==> src/rtl/pfm_pkg.sv <==
package pfm_pkg;
  typedef enum logic [1:0] {
    ST_IDLE = 2'd0,
    ST_ON   = 2'd1,
    ST_WAIT = 2'd2
  } pfm_state_e;
endpackage

==> src/rtl/pfm_div.sv <==
// Free-running restoring divider: quo_o = VS_K / div_i, refreshed every K_W+1 cycles.
module pfm_div #(
  parameter int BATT_W = 8,
  parameter int K_W    = 12,
  parameter int VS_K   = 600
) (
  input  logic              clk_i,
  input  logic              rst_ni,
  input  logic [BATT_W-1:0] div_i,
  output logic [K_W-1:0]    quo_o
);
  localparam int CNT_W = $clog2(K_W + 1);

  logic [CNT_W-1:0]  step_q;
  logic [BATT_W-1:0] dvs_q;
  logic [BATT_W:0]   rem_q, rem_sh, rem_nx;
  logic [K_W-1:0]    sh_q, sh_nx, quo_q;
  logic              ge;

  always_comb begin
    rem_sh = {rem_q[BATT_W-1:0], sh_q[K_W-1]};
    ge     = rem_sh >= {1'b0, dvs_q};
    rem_nx = ge ? (rem_sh - {1'b0, dvs_q}) : rem_sh;
    sh_nx  = {sh_q[K_W-2:0], ge};
  end

  always_ff @(posedge clk_i or negedge rst_ni) begin
    if (!rst_ni) begin
      step_q <= '0;
      dvs_q  <= '0;
      rem_q  <= '0;
      sh_q   <= '0;
      quo_q  <= '1;
    end else if (step_q == '0) begin
      dvs_q  <= div_i;
      rem_q  <= '0;
      sh_q   <= K_W'(VS_K);
      step_q <= CNT_W'(K_W);
    end else begin
      rem_q  <= rem_nx;
      sh_q   <= sh_nx;
      step_q <= step_q - 1'b1;
      if (step_q == CNT_W'(1)) quo_q <= sh_nx;
    end
  end

  assign quo_o = quo_q;

  AST_DIV_BOUNDS: assert property (@(posedge clk_i) disable iff (!rst_ni)
    (step_q == CNT_W'(1) && dvs_q != '0) |=>
      (int'(quo_o) * int'($past(dvs_q)) <= VS_K) &&
      (VS_K < (int'(quo_o) + 1) * int'($past(dvs_q))));
endmodule

==> src/rtl/pfm_on_time.sv <==
module pfm_on_time #(
  parameter int BATT_W = 8,
  parameter int K_W    = 12,
  parameter int VS_K   = 600,
  parameter int ON_W   = 8
) (
  input  logic              clk_i,
  input  logic              rst_ni,
  input  logic [BATT_W-1:0] batt_code_i,
  input  logic [ON_W-1:0]   max_on_i,
  output logic [ON_W-1:0]   on_len_o
);
  logic [K_W-1:0]  quo;
  logic [K_W-1:0]  quo_min1;
  logic [ON_W-1:0] max_eff;

  pfm_div #(.BATT_W(BATT_W), .K_W(K_W), .VS_K(VS_K)) u_div (
    .clk_i  (clk_i),
    .rst_ni (rst_ni),
    .div_i  (batt_code_i),
    .quo_o  (quo)
  );

  always_comb begin
    max_eff  = (max_on_i == '0) ? ON_W'(1) : max_on_i;
    quo_min1 = (quo == '0) ? K_W'(1) : quo;
    if (quo_min1 > K_W'(max_eff)) on_len_o = max_eff;
    else                          on_len_o = ON_W'(quo_min1);
  end

  AST_ON_RANGE: assert property (@(posedge clk_i) disable iff (!rst_ni)
    (on_len_o != '0) && (max_on_i == '0 ? on_len_o == ON_W'(1) : on_len_o <= max_on_i));
endmodule

==> src/rtl/pfm_off_guard.sv <==
// Blanking timer: counts MIN_OFF cycles after each pulse before the switch-node flag is trusted.
module pfm_off_guard #(
  parameter int MIN_OFF = 3
) (
  input  logic clk_i,
  input  logic rst_ni,
  input  logic load_i,
  output logic done_o
);
  localparam int OFF_W = $clog2(MIN_OFF + 1);

  logic [OFF_W-1:0] cnt_q;

  always_ff @(posedge clk_i or negedge rst_ni) begin
    if (!rst_ni)             cnt_q <= '0;
    else if (load_i)         cnt_q <= OFF_W'(MIN_OFF);
    else if (cnt_q != '0)    cnt_q <= cnt_q - 1'b1;
  end

  assign done_o = (cnt_q == '0);

  AST_BLANK_ARMED: assert property (@(posedge clk_i) disable iff (!rst_ni)
    load_i |=> !done_o);
endmodule

==> src/rtl/pfm_fsm.sv <==
module pfm_fsm
  import pfm_pkg::*;
#(
  parameter int ON_W = 8
) (
  input  logic            clk_i,
  input  logic            rst_ni,
  input  logic            en_i,
  input  logic            below_reg_i,
  input  logic            sw_low_i,
  input  logic            guard_done_i,
  input  logic [ON_W-1:0] on_len_i,
  output logic            fire_o,
  output logic            pulse_end_o,
  output logic            gate_o
);
  pfm_state_e      state_q, state_d;
  logic [ON_W-1:0] on_cnt_q;
  logic            gate_q;

  assign fire_o      = (state_q == ST_IDLE) && en_i && below_reg_i && sw_low_i;
  assign pulse_end_o = (state_q == ST_ON) && en_i && (on_cnt_q == ON_W'(1));

  always_comb begin
    state_d = state_q;
    if (!en_i) state_d = ST_IDLE;
    else begin
      unique case (state_q)
        ST_IDLE: if (fire_o) state_d = ST_ON;
        ST_ON:   if (pulse_end_o) state_d = ST_WAIT;
        ST_WAIT: if (guard_done_i && sw_low_i) state_d = ST_IDLE;
        default: state_d = ST_IDLE;
      endcase
    end
  end

  always_ff @(posedge clk_i or negedge rst_ni) begin
    if (!rst_ni) begin
      state_q  <= ST_IDLE;
      on_cnt_q <= '0;
      gate_q   <= 1'b0;
    end else begin
      state_q <= state_d;
      gate_q  <= (state_d == ST_ON);
      if (fire_o)                  on_cnt_q <= on_len_i;
      else if (state_q == ST_ON)   on_cnt_q <= on_cnt_q - 1'b1;
    end
  end

  assign gate_o = gate_q;

  AST_FIRE_COND: assert property (@(posedge clk_i) disable iff (!rst_ni)
    $rose(gate_o) |-> $past(en_i && below_reg_i && sw_low_i));
  AST_PULSE_HOLD: assert property (@(posedge clk_i) disable iff (!rst_ni)
    (state_q == ST_ON && on_cnt_q > ON_W'(1) && en_i) |=> gate_o);
  AST_DISABLE_LOW: assert property (@(posedge clk_i) disable iff (!rst_ni)
    !en_i |=> (!gate_o && state_q == ST_IDLE));
  AST_BLANK_HOLD: assert property (@(posedge clk_i) disable iff (!rst_ni)
    (state_q == ST_WAIT && !guard_done_i && en_i) |=> state_q == ST_WAIT);
endmodule

==> src/rtl/pfm_switch_timer.sv <==
module pfm_switch_timer #(
  parameter int BATT_W  = 8,
  parameter int K_W     = 12,
  parameter int VS_K    = 600,
  parameter int ON_W    = 8,
  parameter int MIN_OFF = 3,
  parameter int CNT_W   = 16
) (
  input  logic              clk_i,
  input  logic              rst_ni,
  input  logic              en_i,
  input  logic              below_reg_i,
  input  logic              sw_low_i,
  input  logic [BATT_W-1:0] batt_code_i,
  input  logic [ON_W-1:0]   max_on_i,
  output logic              gate_o,
  output logic [CNT_W-1:0]  pulse_cnt_o
);
  logic [ON_W-1:0]  on_len;
  logic             fire, pulse_end, guard_done;
  logic [CNT_W-1:0] cnt_q;

  pfm_on_time #(.BATT_W(BATT_W), .K_W(K_W), .VS_K(VS_K), .ON_W(ON_W)) u_on_time (
    .clk_i       (clk_i),
    .rst_ni      (rst_ni),
    .batt_code_i (batt_code_i),
    .max_on_i    (max_on_i),
    .on_len_o    (on_len)
  );

  pfm_off_guard #(.MIN_OFF(MIN_OFF)) u_guard (
    .clk_i  (clk_i),
    .rst_ni (rst_ni),
    .load_i (pulse_end),
    .done_o (guard_done)
  );

  pfm_fsm #(.ON_W(ON_W)) u_fsm (
    .clk_i        (clk_i),
    .rst_ni       (rst_ni),
    .en_i         (en_i),
    .below_reg_i  (below_reg_i),
    .sw_low_i     (sw_low_i),
    .guard_done_i (guard_done),
    .on_len_i     (on_len),
    .fire_o       (fire),
    .pulse_end_o  (pulse_end),
    .gate_o       (gate_o)
  );

  always_ff @(posedge clk_i or negedge rst_ni) begin
    if (!rst_ni)   cnt_q <= '0;
    else if (fire) cnt_q <= cnt_q + 1'b1;
  end

  assign pulse_cnt_o = cnt_q;

  AST_CNT_STEP: assert property (@(posedge clk_i) disable iff (!rst_ni)
    $rose(gate_o) |-> pulse_cnt_o == $past(pulse_cnt_o) + 1'b1);
  AST_CNT_STILL: assert property (@(posedge clk_i) disable iff (!rst_ni)
    !below_reg_i |=> $stable(pulse_cnt_o));
endmodule

==> config.mk <==
export PLATFORM = sky130hd
export DESIGN_NAME = pfm_switch_timer
export DESIGN_NICKNAME = d
export VERILOG_FILES = /design/src/rtl/pfm_pkg.sv /design/src/rtl/pfm_div.sv /design/src/rtl/pfm_on_time.sv /design/src/rtl/pfm_off_guard.sv /design/src/rtl/pfm_fsm.sv /design/src/rtl/pfm_switch_timer.sv
export SDC_FILE = /design/constraint.sdc
export NUM_CORES = 1
export LEC_CHECK = 0
export BUFFER_PORTS_ARGS = -buffer_cell sky130_fd_sc_hd__clkbuf_2
export CORE_UTILIZATION = 53
export CTS_CLUSTER_SIZE = 14
export DETAILED_ROUTE_END_ITERATION = 10
export GPL_TIMING_DRIVEN = 0
export HOLD_SLACK_MARGIN = 0.12
export PLACE_DENSITY_LB_ADDON = 0.25
export SYNTH_ARGS = -nofsm -noshare
export SYNTH_HDL_FRONTEND = slang
export SYNTH_SLANG_ARGS = --single-unit
==> constraint.sdc <==
create_clock -name clk_i -period 2 [get_ports clk_i]
set_input_delay 0.3 -clock clk_i [delete_from_list [all_inputs] [get_ports clk_i]]
set_output_delay 0.3 -clock clk_i [all_outputs]
set_load 0.05 [all_outputs]
==> run summary, run 1 <==
Status - finished with violations
Failing checks - negative setup slack
Req. time, crit path - 2.27 ns
Worst Setup End Kind - register
Clock Latency Late Sink - 0.34 ns
Core area - 6790 sq um
Area growth, synth to finish - 22.3%
Io pins - 38
Initial antenna violation count - 0
Site Rows - 30
Post-synth top area share - 40.9%
Synth Instances - 361
Die Ht - 85.9 um
Gr usage total - 21.2%
Final instance area - 4570 sq um
Max Cap Viol - 0
Setup Crit Path Kind - reg -> reg
Hold path depth - 3
Routability cong. - 0.843
EDFF count, synth - 0
DP HPWL - 4.83 mm
Synth warnings - 0
Drt pass-1 iters - 4
Cell Area, Synth - 3730 sq um
Width of the chip - 85.9 um
Max-slew violations - 0
Most common cell after layout, fill and taps aside - dfrtp_1
Initial core utilization - 55.0%
Reg clk slew, reported paths - 0.08 ns
Leakage power - 2.15 nW
RSZ-0062 raised after global routing - true
Clock Sinks - 73
Hold WC Path Type - in -> reg
Main area contributors after synthesis - dfrtp_1 (41%), dfstp_2 (8.4%), ha_1 (6.7%)
Largest net degree at the start of global routing - 55
Clk buf depth - 2
Synth area leader - dfrtp_1
Tot Pwr - 0.00594 W
Initial DRC Count - 119
Clock share of power - 22.1%
WL per Instance - 13.9 um
CP Cell Sequence - clkbuf_1 -> ha_1 -> a211oi_2 -> nor2_2 -> nor4bb_2 -> o21a_1 -> buf_6 -> mux2_4 -> o21ai_2
NetSw - 0.00209 W
Max Fanout on Critical Path - 8
Worst clock skew - 0.00633 ns
Place WS - -0.415 ns
Final min period - 2.30 ns
Share of layout cells above drive strength 1 - 30.5%
Syn_nets - 403
Routed WL - 7.23 mm
Vias - 2,712
Depth of the most critical reg-to-reg path - 9
Comb power frac - 40.9%
Tcrit/Tclk final - 115%
Full die area - 7390 sq um
Fmax - 0.435 GHz
Post-synth cell types - 54
Placement Cell Area - 4080 sq um
Least-Margin Pin Slew - 0.530 ns
Most frequent cells in the layout - dfrtp_1 (61), clkbuf_2 (36), nand2_1 (33)
Switching Share - 35.3%
Ys async rst share - 100%
Buffers plus inverters on the worst setup path - 2
Synthesized area per cell - 10.3 sq um
CP arrival - 2.57 ns
# diodes - 0
CTS buffer count - 9
Main synth FF type - dfrtp_1
DRC - 0
Final Setup Violations - 10
Vias in the first global route - 2,720
GRT Residual Overflow - 0
Nets - 463
PnR worst setup slack - -0.299 ns
Max-slew headroom - 64.4%
Worst path slowest cell - dfstp_2
Fin. Hold Viols - 0
Top Family by Delay on Critical Path - flip-flops
VDD IR-drop max - 0.717 mV
CTS tree - built
H-tree levels - 3
PD cells - 1300 nW/um^2
Internal - 0.00384 W
Sequential share of the synthesized area - 49.3%
CTS Root Cell - clkbuf_8
Share of power burned in registers - 37.1%
First-pass GRT wire length - 12.2 mm
Post-synthesis sequential element count - 73
Worst path depth - 9
DR vias/cell - 5.20
Remaining antenna violation count - 0
Startpoint types - register
PortBufs - 37
Max stage delay on crit path - 0.57 ns
-- power groups by stage --
| stage | Combinational, W | Sequential, W | Clock (W) |
|---|---|---|---|
| global route | 0.00267 | 0.00225 | 0.00140 |
| CTS | 0.00211 | 0.00219 | 0.00134 |
| global placement | 0.00186 | 0.00219 | 0 |
| finish | 0.00243 | 0.00220 | 0.00131 |
| floorplan | 0.00143 | 0.00227 | 0 |
| detailed placement | 0.00194 | 0.00220 | 0 |
-- registers in the layout (all words and copies together) (netlist names) --
register / cells
u_fsm.gate_o: 1
u_on_time.u_div.step_q: 4
u_on_time.u_div.quo_o: 12
u_on_time.u_div.sh_q: 12
pulse_cnt_o: 16
u_on_time.u_div.rem_q: 8
u_fsm.state_q: 2
u_guard.cnt_q: 2
u_fsm.on_cnt_q: 8
u_on_time.u_div.dvs_q: 8
-- routing by layer --
| layer | GRT usage (%) | share of wire (%) | vias to the layer above | routed length [um] |
|---|---|---|---|---|
| li1 | - | - | 1356 | - |
| met1 | 27.3 | 47 | 1287 | 3370 |
| met2 | 34.6 | 48 | 52 | 3510 |
| met3 | 4.91 | 3.0 | 17 | 219 |
| met4 | 8.64 | 1.9 | 0 | 136 |
| met5 | 0 | 0 | - | 0 |
-- kinds of logic after synthesis --
family	synth area share (%)
compound gates	9.41
xor+xnor	5.63
fa+ha+maj	7.24
buf+inv	4.42
flops	49.3
mux	6.63
simple gates	17.4
-- final cells by class --
class | count | area [sq um]
timing repair buffer | 50 | 305
inverter | 24 | 90.1
buffer | 15 | 80.1
tap | 96 | 120
fill | 513 | 2220
sequential | 73 | 1840
clock buffer | 11 | 151
multi-input combinational | 248 | 1900
clock inverter | 5 | 77.6
-- stage by stage --
step	util, %	TNS [ns]	instances	hold slack [ns]
4_1_cts	65.2	-1.67	516	0.148
2_1_floorplan	-	-0.0968	361	0.00441
3_5_place_dp	60.1	-3.48	495	0.239
5_1_grt	67.3	-3.15	522	0.169
6_report	67.3	-1.83	522	0.156
3_3_place_gp	59.7	-2.66	494	0.455
-- repair_timing --
| action | 4_1_cts | 5_1_grt |
|---|---|---|
| setup endpoints to repair | 17 | 25 |
| hold endpoints to repair | 19 | 0 |
| gates resized for setup | 16 | 22 |
| setup buffers | 4 | 6 |
| hold buffers | 1 | 0 |
| gates cloned | 0 | 1 |
| pin swaps | 2 | 12 |
-- Yosys cell counts (all sizes together) (6+ instances only) --
| master | n |
|---|---|
| xor2 | 9 |
| nor2b | 15 |
| clkbuf | 11 |
| dfstp | 12 |
| o21a | 6 |
| o21ai | 16 |
| nand2 | 34 |
| inv | 24 |
| nor3 | 13 |
| nor2 | 28 |
| a21oi | 16 |
| mux2i | 9 |
| ha | 20 |
| nor4 | 6 |
| dfrtp | 61 |
| mux2 | 14 |
| xnor2 | 15 |
-- final timing paths --
check | startpoint | end | slack [ns]
min in group asynchronous | rst_ni | pulse_cnt_o[14]$_DFFE_PN0P_ | 0.41
min reg2reg | pulse_cnt_o[15]$_DFFE_PN0P_ | pulse_cnt_o[15]$_DFFE_PN0P_ | 0.48
min | batt_code_i[6] | u_on_time.u_div.dvs_q[6]$_DFFE_PN0P_ | 0.16
max reg2reg | u_on_time.u_div.quo_o[5]$_DFFE_PN1P_ | u_fsm.on_cnt_q[0]$_DFFE_PN0P_ | -0.30
max in group asynchronous | rst_ni | u_on_time.u_div.quo_o[10]$_DFFE_PN1P_ | 0.97
max | u_on_time.u_div.quo_o[5]$_DFFE_PN1P_ | u_fsm.on_cnt_q[0]$_DFFE_PN0P_ | -0.30
-- worst register-to-register path, stage by stage (launching register included) --
cell and delay, ns:
dfstp_2 0.57, clkbuf_1 0.10, ha_1 0.24, a211oi_2 0.22
nor2_2 0.07, nor4bb_2 0.29, o21a_1 0.16, buf_6 0.15
mux2_4 0.32, o21ai_2 0.11
Power figures use the tool's default switching activity.
==> inputs of run 2 (changes only) <==
--- a/config.mk
+++ b/config.mk
@@ -14,4 +14,5 @@
 export PLACE_DENSITY_LB_ADDON = 0.25
 export SYNTH_ARGS = -nofsm -noshare
 export SYNTH_HDL_FRONTEND = slang
+export SYNTH_HIERARCHICAL = 1
 export SYNTH_SLANG_ARGS = --single-unit
==> run summary, run 2 <==
Placement Cell Area - 4170 sq um
Initial antenna violation count - 0
PortBufs - 37
Clock Sinks - 73
Tcrit/Tclk final - 116%
Reg clk slew, reported paths - 0.08 ns
Nets - 465
Drt pass-1 iters - 5
Final Setup Violations - 8
Io pins - 38
Synth Instances - 364
Core area - 6910 sq um
Final min period - 2.33 ns
Remaining antenna violation count - 0
Max stage delay on crit path - 0.40 ns
DR vias/cell - 5.46
Status - finished with violations
EDFF count, synth - 0
Synth warnings - 6
Main synth FF type - dfrtp_1
Max Fanout on Critical Path - 8
Share of layout cells above drive strength 1 - 32.7%
DP HPWL - 4.99 mm
CP Cell Sequence - nor4_2 -> a31oi_2 -> ha_1 -> nand4_1 -> nor2_1 -> nand2_1 -> o21ai_4 -> buf_12 -> mux2_4 -> nor2_1 -> a21oi_1
Routability cong. - 0.860
Initial core utilization - 55.5%
Synth area leader - dfrtp_1
CP arrival - 2.55 ns
Routed WL - 7.58 mm
Gr usage total - 20.6%
Width of the chip - 87.1 um
Leakage power - 2.13 nW
Fmax - 0.429 GHz
Final instance area - 4670 sq um
Startpoint types - register
Least-Margin Pin Slew - 0.557 ns
Req. time, crit path - 2.22 ns
Largest net degree at the start of global routing - 65
Max reg flops - 16
GRT Residual Overflow - 0
Max-slew violations - 0
Worst path slowest cell - dfstp_2
Post-synth cell types - 59
Ys async rst share - 100%
Area growth, synth to finish - 21.7%
PnR worst setup slack - -0.329 ns
WL per Instance - 14.5 um
Fillers - 544
Failing checks - negative setup slack
PD cells - 1270 nW/um^2
RSZ-0062 raised after global routing - true
Cell Area, Synth - 3830 sq um
Die Ht - 87.1 um
Worst clock skew - 0.00625 ns
Clk buf depth - 2
H-tree levels - 3
Fin. Hold Viols - 0
Hold WC Path Type - in -> reg
First-pass GRT wire length - 12.1 mm
Vias in the first global route - 2,594
Post-synthesis sequential element count - 73
Vias - 2,861
Max Cap Viol - 0
Syn_nets - 406
CP most frequent cell - nor2_1
Initial DRC Count - 148
Most common cell after layout, fill and taps aside - dfrtp_1
Top-count cell post-synth - dfrtp_1
Setup Crit Path Kind - reg -> reg
Worst Setup End Kind - register
Max-slew headroom - 62.9%
Post-synth top area share - 39.8%
CTS buffer count - 9
Sequential share of the synthesized area - 48.0%
# diodes - 0
Most frequent cells in the layout - dfrtp_1 (61), clkbuf_2 (36), nand2_1 (24)
Commonest cells in the netlist - dfrtp_1 (61), inv_1 (27), nand2_1 (24), nor2_1 (24), a21oi_1 (22)
Place WS - -0.353 ns
Site Rows - 30
Final core occ - 67.6%
DRC - 0
CTS Root Cell - clkbuf_8
Main area contributors after synthesis - dfrtp_1 (40%), dfstp_2 (8.2%), ha_1 (6.5%)
CTS tree - built
Clock Latency Late Sink - 0.34 ns
Synthesized area per cell - 10.5 sq um
VDD IR-drop max - 0.694 mV
Full die area - 7580 sq um
-- run 2: metrics by stage --
| stage | setup TNS [ns] | hold slack (ns) | cells | power [W] |
|---|---|---|---|---|
| after global placement | -3.86 | 0.455 | 497 | 0.00412 |
| after floorplan | -0.646 | 0.00441 | 364 | 0.00373 |
| after global routing | -4.03 | 0.166 | 524 | 0.00631 |
| final | -2.34 | 0.165 | 524 | 0.00593 |
| after detailed placement | -4.27 | 0.183 | 498 | 0.00420 |
| after CTS | -2.10 | 0.155 | 522 | 0.00568 |
-- run 2: kinds of logic (layout without fill, tap and decap cells) --
logic type / count (synthesis) / count (layout) / share of synthesized area, %
AOI/OAI and AO/OA: 64 / 64 / 10.7
muxes: 22 / 22 / 6.39
xor gates and xnor gates: 26 / 26 / 5.94
and+or+nand+nor: 115 / 115 / 17.4
adders and majority gates: 21 / 21 / 7.05
DFF: 73 / 73 / 48.0
buffers and inverters: 43 / 107 / 4.50
-- run 2: worst max-delay path: cells and delay by family, from the launching register on --
family	cells	cell delay, ns
AO/OA/AOI/OAI	3	0.29
multiplexers	1	0.30
flip-flops	1	0.40
buffers and inverters	1	0.15
adder cells (fa/ha/maj)	1	0.31
AND/OR/NAND/NOR	5	0.76
-- run 2: area by class of cell --
class	count	area (sq um)	area share [%]
clock buffers	10	138	2.95
plain buffers	15	77.6	1.66
multi-input cells	248	1990	42.6
clock inverters	6	90.1	1.93
inverters	27	101	2.17
well taps	96	120	2.57
flip-flops and latches	73	1840	39.5
repair buffers	49	313	6.70
-- run 2: final timing paths --
kind                                                            from  slack, ns                                   end  depth (start not counted)
worst max register to register  u_on_time/u_div/quo_o[1]$_DFFE_PN1P_      -0.33         u_fsm/on_cnt_q[5]$_DFFE_PN0P_                         11
worst min register to register     u_on_time/u_div/sh_q[2]$_DFF_PN0_       0.47     u_on_time/u_div/sh_q[3]$_DFF_PN0_                          1
worst max-delay path            u_on_time/u_div/quo_o[1]$_DFFE_PN1P_      -0.33         u_fsm/on_cnt_q[5]$_DFFE_PN0P_                         11
worst min-delay path                                  batt_code_i[7]       0.16  u_on_time/u_div/dvs_q[7]$_DFFE_PN0P_                          3
min in group asynchronous                                     rst_ni       0.36    u_on_time/u_div/rem_q[2]$_DFF_PN0_                          2
max in group asynchronous                                     rst_ni       1.04  u_on_time/u_div/quo_o[7]$_DFFE_PN1P_                          3
-- run 2: what timing repair did --
item | 4_1_cts | 5_1_grt
hold buffers | 1 | 0
endpoints found under the setup margin | 22 | 37
pin swaps | 5 | 15
buffers inserted | 7 | 3
resized for setup | 12 | 28
endpoints found under the hold margin | 24 | 0
-- run 2: per-layer routing --
metal  vias to the layer above  global-route usage [%]  wire, um
met5                         -                       0         0
met4                         0                    4.55        65
met3                         6                    5.31       237
met2                        52                    31.4      3540
met1                      1426                    29.9      3730
li1                       1377                       -         -
-- run 2: report_power, final --
group	switching [W]	internal [W]	total [W]
registers	0.000315	0.00188	0.00220
logic	0.00125	0.00120	0.00245
clock network	0.000550	0.000741	0.00129
total	0.00212	0.00382	0.00593
==> inputs of run 3 (changes only) <==
--- a/config.mk
+++ b/config.mk
@@ -6,12 +6,13 @@
 export NUM_CORES = 1
 export LEC_CHECK = 0
 export BUFFER_PORTS_ARGS = -buffer_cell sky130_fd_sc_hd__clkbuf_2
+export CORE_MARGIN = 5
 export CORE_UTILIZATION = 53
 export CTS_CLUSTER_SIZE = 14
 export DETAILED_ROUTE_END_ITERATION = 10
 export GPL_TIMING_DRIVEN = 0
 export HOLD_SLACK_MARGIN = 0.12
-export PLACE_DENSITY_LB_ADDON = 0.25
+export PLACE_DENSITY_LB_ADDON = 0.3
 export SYNTH_ARGS = -nofsm -noshare
 export SYNTH_HDL_FRONTEND = slang
 export SYNTH_HIERARCHICAL = 1
==> run summary, run 3 (synthesized netlist as in run 2, its figures left out) <==
Fin Setup TNS - -2.22 ns
WL per Instance - 14.8 um
Drt pass-1 iters - 4
Failing checks - negative setup slack
PnR worst setup slack - -0.303 ns
Setup slack, reg-to-reg - -0.30 ns
Initial DRC Count - 158
Fin. Hold Viols - 0
Vias in the first global route - 2,859
Remaining antenna violation count - 0
Startpoint types - register
Max reg flops - 16
Max-slew headroom - 63.6%
Final Hold Slack - 0.151 ns
Gr usage total - 19.2%
RSZ-0062 raised after global routing - true
Reg clk slew, reported paths - 0.08 ns
Most frequent cells in the layout - dfrtp_1 (60), clkbuf_2 (37), nand2_1 (24), inv_1 (24), a21oi_1 (21)
Hold WC Path Type - in -> reg
Largest net degree at the start of global routing - 62
VDD IR-drop max - 0.532 mV
Site Rows - 31
Core area - 7140 sq um
Final core occ - 67.6%
Status - finished with violations
Nets - 478
Initial antenna violation count - 0
CP arrival - 2.52 ns
# diodes - 0
Most common cell after layout, fill and taps aside - dfrtp_1
Final instance area - 4830 sq um
Internal - 0.00406 W
Comb power frac - 42.1%
First-pass GRT wire length - 13.4 mm
DRC - 0
Place WS - -0.376 ns
DP HPWL - 5.37 mm
Leakage power - 2.23 nW
Routability cong. - 0.792
Full die area - 9040 sq um
Die Ht - 95.1 um
Setup Crit Path Kind - reg -> reg
CTS Root Cell - clkbuf_8
Io pins - 38
Final min period - 2.30 ns
Initial core utilization - 53.7%
Area growth, synth to finish - 25.8%
Max Fanout on Critical Path - 4
Buffers plus inverters on the worst setup path - 1
Tcrit/Tclk final - 115%
Width of the chip - 95.1 um
Worst clock skew - 0.0210 ns
Placement Cell Area - 4180 sq um
H-tree levels - 3
CP most frequent cell - nor2_1
Clock Latency Late Sink - 0.35 ns
Max stage delay on crit path - 0.39 ns
Fmax - 0.434 GHz
DR vias/cell - 5.36
PD cells - 1290 nW/um^2
Clock Sinks - 73
Routed WL - 8.02 mm
GRT Residual Overflow - 0
Share of layout cells above drive strength 1 - 34.5%
Clock share of power - 22.5%
Share of power burned in registers - 35.4%
PortBufs - 37
NetSw - 0.00216 W
CP Cell Sequence - nor4_4 -> a31oi_2 -> ha_2 -> nand4_1 -> nor2_1 -> nand2_1 -> o21ai_4 -> buf_6 -> mux2_4 -> nor2_1 -> a21oi_1
Req. time, crit path - 2.22 ns
CTS buffer count - 9
CTS tree - built
Max-slew violations - 0
Final Setup Violations - 9
Least-Margin Pin Slew - 0.542 ns
Vias - 2,893
Clk buf depth - 2
Worst path slowest cell - dfstp_2
Max Cap Viol - 0
Top Family by Delay on Critical Path - simple AND/OR/NAND/NOR gates
Switching Share - 34.7%
Worst Setup End Kind - register
[run 3: layout make-up]
class	instances	area [sq um]
Timing Repair Buffer	61	398
Clock buffer	11	141
Inverter	27	105
Fill cell	548	2310
Sequential cell	73	1840
Clock inverter	5	104
Multi-Input combinational cell	248	2020
Tap cell	99	124
Buffer	16	92.6
[run 3: worst paths after layout]
check / startpoint / to / cells past startpoint
setup / recovery: u_on_time/u_div/quo_o[8]$_DFFE_PN1P_ / u_fsm/on_cnt_q[1]$_DFFE_PN0P_ / 11
hold / removal: batt_code_i[6] / u_on_time/u_div/dvs_q[6]$_DFFE_PN0P_ / 3
setup reg to reg: u_on_time/u_div/quo_o[8]$_DFFE_PN1P_ / u_fsm/on_cnt_q[1]$_DFFE_PN0P_ / 11
hold reg to reg: u_on_time/u_div/sh_q[8]$_DFF_PN0_ / u_on_time/u_div/sh_q[9]$_DFF_PN0_ / 1
max in group asynchronous: rst_ni / u_on_time/u_div/quo_o[6]$_DFFE_PN1P_ / 3
min in group asynchronous: rst_ni / u_on_time/u_div/rem_q[4]$_DFF_PN0_ / 2
[run 3: metrics by stage]
| step | std cells | total power, W |
|---|---|---|
| 2_1_floorplan | 364 | 0.00373 |
| 3_5_place_dp | 501 | 0.00422 |
| 6_report | 540 | 0.00621 |
| 4_1_cts | 532 | 0.00595 |
| 5_1_grt | 540 | 0.00663 |
| 3_3_place_gp | 500 | 0.00412 |
[run 3: layer usage]
| metal | vias to the layer above | part of all wire, % | track usage, % | wire [um] |
|---|---|---|---|---|
| met5 | - | 0 | 0 | 0 |
| met4 | 0 | 1.7 | 6.61 | 138 |
| met3 | 14 | 5.0 | 5.60 | 404 |
| met2 | 75 | 46 | 28.9 | 3720 |
| met1 | 1402 | 47 | 26.6 | 3750 |
| li1 | 1402 | - | - | - |
[run 3: timing repair]
action	in CTS	in global routing
setup buffers	16	8
hold buffers	1	0
hold endpoints to repair	12	0
endpoints found under the setup margin	25	43
gates resized for setup	24	29
pin swaps	17	9
[run 3: worst register-to-register path, cell delays in order, from the launching register on]
cell and delay (ns):
dfstp_2 0.39, nor4_4 0.33, a31oi_2 0.15, ha_2 0.33, nand4_1 0.07, nor2_1 0.13
nand2_1 0.11, o21ai_4 0.09, buf_6 0.15, mux2_4 0.30, nor2_1 0.09, a21oi_1 0.05
[run 3: power by group through the flow]
stage          sequential [W]  clock (W)  combinational [W]
3_3_place_gp          0.00220          0            0.00192
5_1_grt               0.00224    0.00150            0.00289
2_1_floorplan         0.00227          0            0.00146
4_1_cts               0.00218    0.00144            0.00233
6_report              0.00220    0.00140            0.00262
3_5_place_dp          0.00221          0            0.00201
